### config.mk
export PLATFORM = sky130hd
export DESIGN_NAME = conv_out_reg
export DESIGN_NICKNAME = d
export VERILOG_FILES = /design/src/rtl/cor_pkg.sv /design/src/rtl/cor_edge_sync.sv /design/src/rtl/cor_load_ctrl.sv /design/src/rtl/cor_bus_drive.sv /design/src/rtl/conv_out_reg.sv
export SDC_FILE = /design/constraint.sdc
export NUM_CORES = 1
export LEC_CHECK = 0
export CAP_MARGIN = 20
export CORE_MARGIN = 3
export CORE_UTILIZATION = 50
export CTS_CLUSTER_DIAMETER = 100
export CTS_CLUSTER_SIZE = 30
export DETAILED_ROUTE_END_ITERATION = 12
export PLACE_DENSITY = 0.8
export SYNTH_ARGS = -nofsm -noshare
export SYNTH_HDL_FRONTEND = slang
export SYNTH_SLANG_ARGS = --single-unit
### constraint.sdc
create_clock -name clk -period 2.1 [get_ports clk]
set_input_delay 0.21 -clock clk [delete_from_list [all_inputs] [get_ports clk]]
set_output_delay 0.21 -clock clk [all_outputs]
set_load 0.02 [all_outputs]
### src/rtl/cor_pkg.sv
package cor_pkg;

  typedef enum logic [1:0] {
    MODE_OFF = 2'b00,
    MODE_IMM = 2'b01,
    MODE_DEF = 2'b10,
    MODE_BAD = 2'b11
  } cor_mode_e;

  // Only the two one-hot encodings are usable.
  function automatic logic mode_is_legal(input logic [1:0] m);
    return m[1] ^ m[0];
  endfunction

  function automatic logic bus_enabled(input logic cs_n, input logic rd_n);
    return ~(cs_n | rd_n);
  endfunction

endpackage

### src/rtl/cor_edge_sync.sv
module cor_edge_sync #(
  parameter int   STAGES = 2,
  parameter logic IDLE   = 1'b0
) (
  input  logic clk,
  input  logic rst_n,
  input  logic async_in,
  output logic rise,
  output logic fall
);

  logic [STAGES-1:0] chain_q;
  logic              prev_q;

  always_ff @(posedge clk or negedge rst_n) begin
    if (!rst_n) chain_q[0] <= IDLE;
    else        chain_q[0] <= async_in;
  end

  generate
    for (genvar i = 1; i < STAGES; i++) begin : g_stage
      always_ff @(posedge clk or negedge rst_n) begin
        if (!rst_n) chain_q[i] <= IDLE;
        else        chain_q[i] <= chain_q[i-1];
      end
    end
  endgenerate

  always_ff @(posedge clk or negedge rst_n) begin
    if (!rst_n) prev_q <= IDLE;
    else        prev_q <= chain_q[STAGES-1];
  end

  assign rise =  chain_q[STAGES-1] & ~prev_q;
  assign fall = ~chain_q[STAGES-1] &  prev_q;

endmodule

### src/rtl/cor_load_ctrl.sv
module cor_load_ctrl
  import cor_pkg::*;
(
  input  logic [1:0] mode_sel,
  input  logic       busy_rise,
  input  logic       start_fall,
  output logic       load_out_now,
  output logic       load_stage,
  output logic       load_out_stage,
  output logic       mode_err
);

  cor_mode_e mode;

  always_comb begin
    mode           = cor_mode_e'(mode_sel);
    mode_err       = ~mode_is_legal(mode_sel);
    load_out_now   = 1'b0;
    load_stage     = 1'b0;
    load_out_stage = 1'b0;
    unique case (mode)
      MODE_IMM: load_out_now = busy_rise;
      MODE_DEF: begin
        load_stage     = busy_rise;
        load_out_stage = start_fall;
      end
      default: ;
    endcase
  end

endmodule

### src/rtl/cor_bus_drive.sv
module cor_bus_drive
  import cor_pkg::*;
#(
  parameter int DATA_W = 15
) (
  input  logic              cs_n,
  input  logic              rd_n,
  input  logic [DATA_W-1:0] reg_val,
  output logic [DATA_W-1:0] data_out,
  output logic              data_oe
);

  assign data_oe  = bus_enabled(cs_n, rd_n);
  assign data_out = data_oe ? reg_val : '0;

endmodule

### src/rtl/conv_out_reg.sv
module conv_out_reg #(
  parameter int DATA_W      = 15,
  parameter int SYNC_STAGES = 2
) (
  input  logic              clk,
  input  logic              rst_n,
  input  logic              conv_start_n,
  input  logic              busy,
  input  logic [DATA_W-1:0] result_in,
  input  logic              cs_n,
  input  logic              rd_n,
  input  logic [1:0]        mode_sel,
  output logic [DATA_W-1:0] data_out,
  output logic              data_oe,
  output logic              mode_err
);

  logic              busy_rise, busy_fall;
  logic              start_rise, start_fall;
  logic              load_out_now, load_stage, load_out_stage;
  logic [DATA_W-1:0] stage_q, out_q;

  cor_edge_sync #(.STAGES(SYNC_STAGES), .IDLE(1'b0)) u_busy_sync (
    .clk(clk), .rst_n(rst_n), .async_in(busy),
    .rise(busy_rise), .fall(busy_fall)
  );

  cor_edge_sync #(.STAGES(SYNC_STAGES), .IDLE(1'b1)) u_start_sync (
    .clk(clk), .rst_n(rst_n), .async_in(conv_start_n),
    .rise(start_rise), .fall(start_fall)
  );

  cor_load_ctrl u_ctrl (
    .mode_sel(mode_sel), .busy_rise(busy_rise), .start_fall(start_fall),
    .load_out_now(load_out_now), .load_stage(load_stage),
    .load_out_stage(load_out_stage), .mode_err(mode_err)
  );

  always_ff @(posedge clk or negedge rst_n) begin
    if (!rst_n)          stage_q <= '0;
    else if (load_stage) stage_q <= result_in;
  end

  always_ff @(posedge clk or negedge rst_n) begin
    if (!rst_n)              out_q <= '0;
    else if (load_out_now)   out_q <= result_in;
    else if (load_out_stage) out_q <= stage_q;
  end

  cor_bus_drive #(.DATA_W(DATA_W)) u_bus (
    .cs_n(cs_n), .rd_n(rd_n), .reg_val(out_q),
    .data_out(data_out), .data_oe(data_oe)
  );

  // Trailing edges are detected but deliberately unused by the loads.
  logic unused_edges;
  assign unused_edges = busy_fall ^ start_rise;

endmodule

==> impl.org <==
** Clock network
- Maximum count of clock buffers along a single path :: 2
- TritonCTS built the clock tree.
- Cell at the root of the clock tree :: sky130_fd_sc_hd__clkbuf_4
- Clock latency on the worst-skew pair :: 0.35 ns
- Counting every sink on the clock net gives 36.
- Buffers added to address setup during post-CTS repair amount to 0.
- Clock tree synthesis inserted a total of 5 buffers.
- Number of H-tree levels :: 2
- The number of gates resized after CTS was 0.
- Clock transition time at the flip-flop clock pins of the worst setup and hold paths :: 0.09 ns

** STA
- The hold violation total from the final report came to 0.
- Final critical-path share of the clock period :: 89.8%
- For the pin with the worst max-slew slack, the measured transition is 0.803 ns.
- Unrepaired setup endpoints after global routing :: false
- The worst path meets setup with 0.214 ns of slack.
- Finish-stage setup viols :: 0
- Slew Viols, Final :: 0
- In this run the tightest slew margin relative to its limit is 46.4%.
- Setup_tns :: 0 ns
- Time the final worst path needs with I/O delays and setup :: 1.89 ns
- Highest achievable clock rate :: 530 MHz
- Layout Skew :: 0.0148 ns

** Route
- Total number of vias :: 1142
- Average wire length per cell after detail routing :: 15.5 um
- Number of routed nets with antenna violations :: 0
- The first detailed-routing pass ran for 4 iterations.
- Residual DRC :: 0
- Mean number of vias per cell :: 5.24
- First DRT Iteration DRCs :: 29
- Final WL :: 3380 um

** Floorplan
- The die covers 4250 um2.
- Floorplan core area :: 3200 um2
- Initial standard-cell utilization of the core :: 54.7%
- Overall die height :: 65.2 um
- Boundary pin count :: 40
- The floorplan step set the die width to 65.2 um.
- Site Rows :: 20

** Critical path
- Series of cell instances along the critical path :: clkdlybuf4s50_1 > nor2_1 > buf_4 > and2_1 > clkdlybuf4s50_1
- Slowest Stage Delay on Critical Path :: 0.60 ns
- The worst setup path is launched from an input port.
- On the critical path, the stage with the largest delay is an instance of sky130_fd_sc_hd__clkdlybuf4s50_1.
- STA puts the critical path data required time at 1.89 ns.
- Most common cell type on the critical path :: sky130_fd_sc_hd__clkdlybuf4s50_1
- CP max FO :: 16
- The worst setup path is captured at an output port.
- Class of the most critical setup path :: in2out
- Arr. time, crit path :: 1.68 ns

** Logic synthesis
- Counting every instance in the synthesized netlist gives 130.
- #FFs+latches synth :: 36
- Summing the areas of all compound-gate instances in the mapped netlist gives 17.5% of the synthesized area.
- Summing the areas of all fa, ha and maj instances in the mapped netlist gives 1.43% of the synthesized area.
- XOR/XNOR Fraction of Synth Area :: 0%
- Number of flops mapped to enable cells by yosys :: 0
- Summed over its instances, the top area cell type makes up 47.1% of the synthesized netlist area.
- Fraction of the yosys area taken by sequential cells :: 51.6%
- Summing every instance area after synthesis gives 1750 um2.
- After synthesis, the share of cell area in mux cells is 11.8%.
- For this run, asynchronously set or reset flops after synthesis account for 100%.
- By area, the combinational part of the netlist is dominated by compound AO/OA/AOI/OAI gates.
- sky130_fd_sc_hd__dfrtp_1 takes more of the synthesized area than any other cell.
- Synthesis instantiated 20 different standard cells from the library.
- Net Count, Synth :: 155
- Averaged over all synthesized cells, the footprint is 13.5 um2.
- Primary FF master, synth :: sky130_fd_sc_hd__dfrtp_1
- Yosys synthesis warning count :: 0
- Simple-Gate Fraction of Synth Area :: 11.8%
- By area the synthesized netlist is led by sky130_fd_sc_hd__dfrtp_1, sky130_fd_sc_hd__a2bb2oi_2, sky130_fd_sc_hd__mux2_4, sky130_fd_sc_hd__and2_1, sky130_fd_sc_hd__a21oi_2.

** Placed design
- Cell area after placement :: 2130 um2
- Buffers added on ports :: 39
- At the placement stage, the worst setup path has a slack of 0.110 ns.
- Summed over all nets, the half-perimeter wirelength after detailed placement is 2390 um.
- At the end of routability-driven placement, the weighted congestion stood at 0.744.

** Layout
- Of the cells placed in the final design, the portion with a size suffix greater than 1 is 29.9%.
- In the layout the commonest cells are sky130_fd_sc_hd__clkdlybuf4s50_1, sky130_fd_sc_hd__dfrtp_1, sky130_fd_sc_hd__nand2_1, sky130_fd_sc_hd__and2_1.
- In the final design database the tool counted 198 nets.
- The library cell used most frequently in the layout, excluding fill and tap cells, is sky130_fd_sc_hd__clkdlybuf4s50_1.
- Number of diodes added for antenna fixing :: 0
- Final Cell Area :: 2210 um2
- Once layout is complete, the utilization of the core stands at 68.9%.
- Synth-to-Final Area Change :: 25.9%

** Status
- The flow ran to the end, and the final reports show no timing, DRC or antenna violations.

** Global routing
- Global-route wire length before repair :: 5810 um
- The initial antenna violation count is 0.
- Overall fraction of global-route tracks in use :: 18.3%
- The number of global-route vias before repair was 1221.
- Remaining global-route overflow :: 0
- Entering global routing, the biggest net connects 37 pins.

** Power and ir drop
- IR analysis of the VDD net gives a maximum drop of 476 uV.
- For this design the static power due to leakage is 0.987 nW.
- In this run the power density over the cells is 789 nW/um2.
- Total power :: 1.74 mW

** Run
- Number of max-capacitance violations reported :: 0

** Min path
- In this run the worst hold path is classified as in2reg.
## flip-flops by register name, summed over array words and instances, names as in the netlist
name	count
u_start_sync.prev_q	1
u_busy_sync.prev_q	1
stage_q	15
u_busy_sync.chain_q	2
out_q	15
u_start_sync.chain_q	2
## power by group
part	switching (mW)	total, mW	leakage (nW)	internal, mW
combinational	0.168	0.413	0.525	0.245
sequential	0.0775	0.911	0.424	0.834
clock	0.220	0.417	0.0386	0.197
## per-stage QoR
stage	hold WS, ns	instances
global route	0.253	218
global placement	0.323	209
floorplan	-0.0856	130
CTS	0.262	218
finish	0.269	218
detailed placement	0.338	209
## final cells by class
| type | count | area, um2 |
|---|---|---|
| Tap cell | 44 | 55.1 |
| Fill cell | 258 | 996 |
| Inverter | 2 | 7.51 |
| Multi-Input combinational cell | 84 | 746 |
| Clock buffer | 8 | 68.8 |
| Sequential cell | 36 | 905 |
| Timing Repair Buffer | 44 | 425 |
## worst max-delay path: cells and delay by family
family / cells / cell delay, ns
buffers and inverters: 3 / 1.20
and+or+nand+nor: 2 / 0.26
## repair_timing
action	in CTS	in global routing
hold buffers	1	0
hold endpoints to repair	33	0
setup endpoints to repair	0	0
## layer usage
metal	up-vias	wire length [um]	part of all wire, %	track usage (%)
met5	-	0	0	0
met4	0	64	1.9	9.33
met3	7	207	6.1	4.96
met2	36	1650	49	28.6
met1	560	1460	43	23.1
li1	539	-	-	-
## synth_stat cells, types with 2 or more instances
master                       n
sky130_fd_sc_hd__buf_2       2
sky130_fd_sc_hd__mux2_4     10
sky130_fd_sc_hd__mux2_2      5
sky130_fd_sc_hd__dfstp_2     3
sky130_fd_sc_hd__and2_1     15
sky130_fd_sc_hd__dfrtp_1    33
sky130_fd_sc_hd__a21oi_2    10
sky130_fd_sc_hd__a2bb2oi_1   5
sky130_fd_sc_hd__and3b_1     2
sky130_fd_sc_hd__nand2_1    16
sky130_fd_sc_hd__a2bb2oi_2  10
sky130_fd_sc_hd__buf_12      2
sky130_fd_sc_hd__ha_1        2
sky130_fd_sc_hd__a21oi_1     5
sky130_fd_sc_hd__buf_6       4
sky130_fd_sc_hd__inv_1       2
## final timing paths
check / from / end / slack (ns) / cells past startpoint
min in group asynchronous: rst_n / out_q[11]$_DFFE_PN0P_ / 0.47 / 2
setup / recovery: rd_n / data_out[1] / 0.21 / 5
hold / removal: conv_start_n / u_start_sync.chain_q[0]$_DFF_PN1_ / 0.27 / 1
max in group asynchronous: rst_n / out_q[2]$_DFFE_PN0P_ / 1.14 / 2
hold reg to reg: u_busy_sync.chain_q[0]$_DFF_PN0_ / u_busy_sync.chain_q[1]$_DFF_PN0_ / 0.36 / 0
setup reg to reg: u_start_sync.prev_q$_DFF_PN1_ / out_q[0]$_DFFE_PN0P_ / 0.47 / 3
## cells by family (layout without fill, tap and decap cells)
group           after synthesis  count (layout)
buf+inv                      10              54
fa+ha+maj                     2               2
mux                          15              15
simple gates                 37              37
compound gates               30              30
flops                        36              36
Note: power is estimated with default switching activity, not from simulation.
